`src/rtl/pmm_pkg.sv`:
```
package pmm_pkg;
  localparam int ADDR_W = 32;
  localparam int LANES  = ADDR_W / 8;
  localparam int PH_W   = 3;

  typedef enum logic [PH_W-1:0] {
    PH_DATA_OUT = 3'd0,
    PH_DATA_IN  = 3'd1,
    PH_COMMAND  = 3'd2,
    PH_STATUS   = 3'd3,
    PH_MSG_OUT  = 3'd6,
    PH_MSG_IN   = 3'd7
  } bus_phase_e;

  typedef enum logic [1:0] {
    SEL_JUMP1  = 2'd0,
    SEL_JUMP2  = 2'd1,
    SEL_CTRL   = 2'd2,
    SEL_STATUS = 2'd3
  } reg_sel_e;

  localparam int CTRL_EN_BIT  = 7;
  localparam int CTRL_OVR_BIT = 6;
  localparam int EVT_MM_BIT   = 7;
endpackage

```
`src/rtl/pmm_regs.sv`:
```
module pmm_regs
  import pmm_pkg::*;
#(
  parameter int AW = ADDR_W
) (
  input  logic          clk,
  input  logic          rst,
  input  logic          wr_en,
  input  logic [1:0]    wr_sel,
  input  logic [1:0]    wr_lane,
  input  logic [7:0]    wr_data,
  input  logic          mm_strobe,
  input  logic [PH_W-1:0] mm_phase,
  output logic [AW-1:0] jump1,
  output logic [AW-1:0] jump2,
  output logic [7:0]    ctrl,
  output logic [7:0]    status
);
  localparam int NL = AW / 8;

  logic wr_j1, wr_j2, wr_ctl, wr_st;
  assign wr_j1  = wr_en && (wr_sel == SEL_JUMP1);
  assign wr_j2  = wr_en && (wr_sel == SEL_JUMP2);
  assign wr_ctl = wr_en && (wr_sel == SEL_CTRL);
  assign wr_st  = wr_en && (wr_sel == SEL_STATUS);

  for (genvar g = 0; g < NL; g++) begin : g_lane
    always_ff @(posedge clk) begin
      if (rst) begin
        jump1[8*g +: 8] <= '0;
        jump2[8*g +: 8] <= '0;
      end else begin
        if (wr_j1 && (32'(wr_lane) == g)) jump1[8*g +: 8] <= wr_data;
        if (wr_j2 && (32'(wr_lane) == g)) jump2[8*g +: 8] <= wr_data;
      end
    end
  end

  always_ff @(posedge clk) begin
    if (rst) ctrl <= '0;
    else if (wr_ctl) ctrl <= wr_data;
  end

  logic [7:PH_W] upper_nxt;
  assign upper_nxt = wr_st ? wr_data[7:PH_W] : status[7:PH_W];

  always_ff @(posedge clk) begin
    if (rst) status <= '0;
    else if (mm_strobe) status <= {upper_nxt, mm_phase};
    else if (wr_st) status <= wr_data;
  end

  // the phase field follows the strobe one cycle later
  assert_phase_follows_R2: assert property (@(posedge clk) disable iff (rst)
    $past(mm_strobe) |-> status[PH_W-1:0] == $past(mm_phase));
  // without a status write, a strobe keeps the upper bits
  assert_upper_kept_R3: assert property (@(posedge clk) disable iff (rst)
    ($past(mm_strobe) && !$past(wr_st)) |-> status[7:PH_W] == $past(status[7:PH_W]));
endmodule

```
`src/rtl/pmm_decide.sv`:
```
module pmm_decide
  import pmm_pkg::*;
#(
  parameter int AW = ADDR_W
) (
  input  logic          clk,
  input  logic          rst,
  input  logic          mm_strobe,
  input  logic          mm_outbound,
  input  logic          jump_en,
  input  logic          jump_ovr,
  input  logic [AW-1:0] jump1,
  input  logic [AW-1:0] jump2,
  output logic          pc_load,
  output logic [AW-1:0] pc_value,
  output logic [7:0]    evt_byte,
  output logic          halt
);
  logic use_first;
  assign use_first = jump_ovr || mm_outbound;

  always_ff @(posedge clk) begin
    if (rst) begin
      pc_load  <= 1'b0;
      pc_value <= '0;
      evt_byte <= '0;
      halt     <= 1'b0;
    end else begin
      pc_load  <= mm_strobe && jump_en;
      evt_byte <= '0;
      halt     <= mm_strobe && !jump_en;
      if (mm_strobe && jump_en) pc_value <= use_first ? jump1 : jump2;
      if (mm_strobe && !jump_en) evt_byte[EVT_MM_BIT] <= 1'b1;
    end
  end

  // load and event never together, and only after a strobe
  assert_exclusive_R7: assert property (@(posedge clk) disable iff (rst)
    !(pc_load && (halt || evt_byte[EVT_MM_BIT])));
  assert_load_after_strobe_R7: assert property (@(posedge clk) disable iff (rst)
    (pc_load || halt) |-> $past(mm_strobe));
  // halt comes with the mismatch event, only when jumping was disabled
  assert_halt_event_R6: assert property (@(posedge clk) disable iff (rst)
    halt |-> (evt_byte[EVT_MM_BIT] && !$past(jump_en)));
  // override or outbound picks the first address
  assert_first_addr_R4: assert property (@(posedge clk) disable iff (rst)
    (pc_load && $past(jump_ovr || mm_outbound)) |-> pc_value == $past(jump1));
  // inbound without override picks the second address
  assert_second_addr_R5: assert property (@(posedge clk) disable iff (rst)
    (pc_load && !$past(jump_ovr || mm_outbound)) |-> pc_value == $past(jump2));
endmodule

```
`src/rtl/pmm_handler.sv`:
```
module pmm_handler
  import pmm_pkg::*;
(
  input  logic              clk,
  input  logic              rst,
  input  logic              wr_en,
  input  logic [1:0]        wr_sel,
  input  logic [1:0]        wr_lane,
  input  logic [7:0]        wr_data,
  input  logic              mm_strobe,
  input  logic              mm_outbound,
  input  logic [PH_W-1:0]   mm_phase,
  output logic              pc_load,
  output logic [ADDR_W-1:0] pc_value,
  output logic [7:0]        evt_byte,
  output logic              halt,
  output logic [7:0]        phase_status
);
  logic [ADDR_W-1:0] jump1, jump2;
  logic [7:0]        ctrl;

  pmm_regs #(.AW(ADDR_W)) u_regs (
    .clk(clk), .rst(rst),
    .wr_en(wr_en), .wr_sel(wr_sel), .wr_lane(wr_lane), .wr_data(wr_data),
    .mm_strobe(mm_strobe), .mm_phase(mm_phase),
    .jump1(jump1), .jump2(jump2), .ctrl(ctrl), .status(phase_status)
  );

  pmm_decide #(.AW(ADDR_W)) u_decide (
    .clk(clk), .rst(rst),
    .mm_strobe(mm_strobe), .mm_outbound(mm_outbound),
    .jump_en(ctrl[CTRL_EN_BIT]), .jump_ovr(ctrl[CTRL_OVR_BIT]),
    .jump1(jump1), .jump2(jump2),
    .pc_load(pc_load), .pc_value(pc_value), .evt_byte(evt_byte), .halt(halt)
  );

  logic [5:0] ctrl_unused;
  assign ctrl_unused = ctrl[5:0];
endmodule

```
`config.mk`:
```
export PLATFORM = sky130hd
export DESIGN_NAME = pmm_handler
export DESIGN_NICKNAME = d
export VERILOG_FILES = /design/src/rtl/pmm_pkg.sv /design/src/rtl/pmm_regs.sv /design/src/rtl/pmm_decide.sv /design/src/rtl/pmm_handler.sv
export SDC_FILE = /design/constraint.sdc
export NUM_CORES = 1
export LEC_CHECK = 0
export BUFFER_PORTS_ARGS = -buffer_cell sky130_fd_sc_hd__buf_2
export CAP_MARGIN = 20
export CORE_MARGIN = 4
export CORE_UTILIZATION = 35
export DETAILED_ROUTE_END_ITERATION = 12
export GPL_ROUTABILITY_DRIVEN = 0
export GPL_TIMING_DRIVEN = 1
export PLACE_DENSITY = 0.51
export SLEW_MARGIN = 20
export SYNTH_ARGS = -nofsm -noshare
export SYNTH_HDL_FRONTEND = slang
export SYNTH_SLANG_ARGS = --single-unit
```
`constraint.sdc`:
```
create_clock -name clk -period 1.3 [get_ports clk]
set_input_delay 0.26 -clock clk [delete_from_list [all_inputs] [get_ports clk]]
set_output_delay 0.26 -clock clk [all_outputs]
set_load 0.1 [all_outputs]
```
==> impl_metrics.ini <==
[run_status]
status = completed

[finish]
drive_above_1_share = 0.303
diodes = 0
register_area_mm2 = 0.00221
finalCoreUtilization = 0.492
fillers = 1168
syn_to_final_growth_pct = 37.4
multi_input_area_mm2 = 0.00216
nets = 557
stdcell_area_mm2 = 0.00624

[logic_synthesis]
ys_seq_elements = 108
syn_avg_cell_area_um2 = 9.58
synth_area_leaders = dfxtp_1 (48%), mux2i_1 (15%), nand2b_1 (10%), a311oi_1 (6.2%), nand2_1 (3.6%)
yosysMostFrequentCell = dfxtp_1
synthesis.area_mm2 = 0.00454
netlist_top_cells_count = dfxtp_1 (108), nand2b_1 (73), mux2i_1 (66)
synth_top_area_share = 0.476
seq_area_frac_synth = 0.476
synth-main-ff-cell = dfxtp_1
yosys_warnings = 0
synth-async-reset-ratio = 0
synth-edff-count = 0
ys_types = 32
netlist_instances = 474
synth_top_cell_by_area = dfxtp_1

[routing]
drc_errors = 0
vias_per_cell = 4.87
via_count = 3477
wl_um = 11100
wl_per_cell_um = 15.5
drt_iter0_drc = 200
drt-pass1-iter-count = 6
final_antenna_net_count = 0

[timing]
totalNegativeSetupSlack_ns = 0
post-route-period-util = 0.922
clock_skew_ns = 0.00913
maxSlewViolCount = 0
max_freq_ghz = 0.834
setup_viol = 0
timing.final.crit_period_ns = 1.20
rsz0062_at_grt = no
hold_viol = 0

[run]
cap_viol_max_count = 0

[worst_setup_path]
critPathKind = reg2out
required_ns = 1.04
crit_fanout = 2
start_kind = flip-flop
critPathTopFamily = flip-flops
r2r_setup_slack_ns = 0.11
cp_slowest_cell = dfxtp_1
endpoint_kind = output pin
r2r-start = u_regs.ctrl[6]
slowest_delay_ns = 0.40
r2r_end = u_decide.pc_value[26]
crit_chain = buf_12
arrival_ns = 0.94
rr_worst_depth = 4
critPathBufInv = 1
path_depth = 1

[floorplan]
ios = 70
fp.dieH_um = 122
rows = 41
core-area_mm2 = 0.0127
die_area_mm2 = 0.0149
die_w_um = 122
initial_core_util = 0.358

[clocking]
cts.sinks = 108
cts_tree = built
cts_hold_buf = 0
clk_latency_ns = 0.35
cts_setup_buffers = 0
htree_levels = 3
cts_buffer_depth = 2
cts-buffers-inserted = 9
clk_pin_slew_worst_paths_ns = 0.07
clock-root-buffer = clkbuf_16

[placed_design]
port_buffers = 62
dp_hpwl_um = 7780
placed_area_mm2 = 0.00591

[global_routing]
antenna_found_initial = 0
track_usage = 0.156
grt_start_max_net_pins = 59
grt_pass1_vias = 3564
grt_pass1_wl_um = 18400
grt_overflow = 0

[power]
leakage_nw = 2.53
power_per_cell_area_mw_per_mm2 = 1170
peakVddDrop_uv = 615

[min_path]
worst_hold_path_type = in2reg
min_from = mm_phase[2]
min_to = u_regs.status[2]
hold_depth = 3
[worst max-delay path by stage]
stage	start	endpoint
floorplan	u_decide.evt_byte[7]	evt_byte[7]
global route	u_regs.ctrl[6]	u_decide.pc_value[21]
CTS	u_regs.ctrl[7]	u_decide.pc_value[26]
detailed placement	wr_sel[1]	u_regs.jump1[21]
finish	u_regs.status[5]	phase_status[5]
global placement	wr_sel[1]	u_regs.jump2[14]
[routing by layer]
metal	up-vias	routed length, um	GRT usage
met5	-	0	0
met4	0	150	0.0567
met3	11	388	0.0292
met2	65	5160	0.251
met1	1666	5360	0.209
li1	1735	-	-
[placed cells by master, fill, tap and decap left out, drive strengths merged]
cell / synthesis / routed
and2: 1 / 1
nand4: 1 / 1
bufinv: 0 / 1
and3: 1 / 1
conb: 1 / 7
mux2i: 66 / 66
nand3: 4 / 4
nand2b: 73 / 73
dfxtp: 108 / 108
a2111oi: 3 / 3
o21ai: 32 / 32
clkbuf: 20 / 11
nor3b: 2 / 2
nand3b: 2 / 2
clkinvlp: 0 / 1
nor2: 37 / 37
buf: 29 / 95
clkinv: 0 / 2
nand2: 45 / 45
inv: 3 / 4
a311oi: 32 / 32
nor3: 7 / 7
nor2b: 2 / 2
a21oi: 5 / 5
[flip-flops by register name, indices dropped and copies added (netlist names)]
register,count
u_regs.ctrl,2
u_decide.evt_byte,1
u_decide.pc_value,32
u_regs.jump1,32
u_decide.pc_load,1
u_regs.jump2,32
u_regs.status,8
[repair_timing]
action | 4_1_cts | 5_1_grt
setup endpoints to repair | 0 | 8
hold endpoints to repair | 0 | 0
resized for setup | 0 | 5
[cell families (layout without fill, tap and decap cells)]
logic type,Yosys count,in the layout,synth area share
buffers and inverters,52,114,0.0559
muxes,66,66,0.145
and+or+nand+nor,175,175,0.209
AOI/OAI and AO/OA,72,72,0.112
other,1,7,0.000826
DFF,108,108,0.476
[stage by stage]
stage	std cells	hold WS, ns	setup slack, ns	power, mW
final	714	0.160	0.101	7.29
after detailed placement	698	0.450	-0.00836	4.55
after floorplan	480	0.396	0.0182	4.17
after global routing	714	0.162	0.0114	7.52
after global placement	698	0.442	0.0376	4.54
after CTS	714	0.147	0.0472	7.35
[where the power goes]
group	switching (mW)	internal, mW
Sequential	0.0565	3.38
Combinational	0.670	0.368
Clock	1.26	1.56
[final cells by class]
type / instances / area share
inverters: 3 / 0.00181
clock inverters: 5 / 0.00963
flip-flops and latches: 108 / 0.354
well taps: 172 / 0.0345
multi-input cells: 320 / 0.347
repair buffers: 95 / 0.214
clock buffers: 11 / 0.0389
Power figures use the tool's default switching activity.
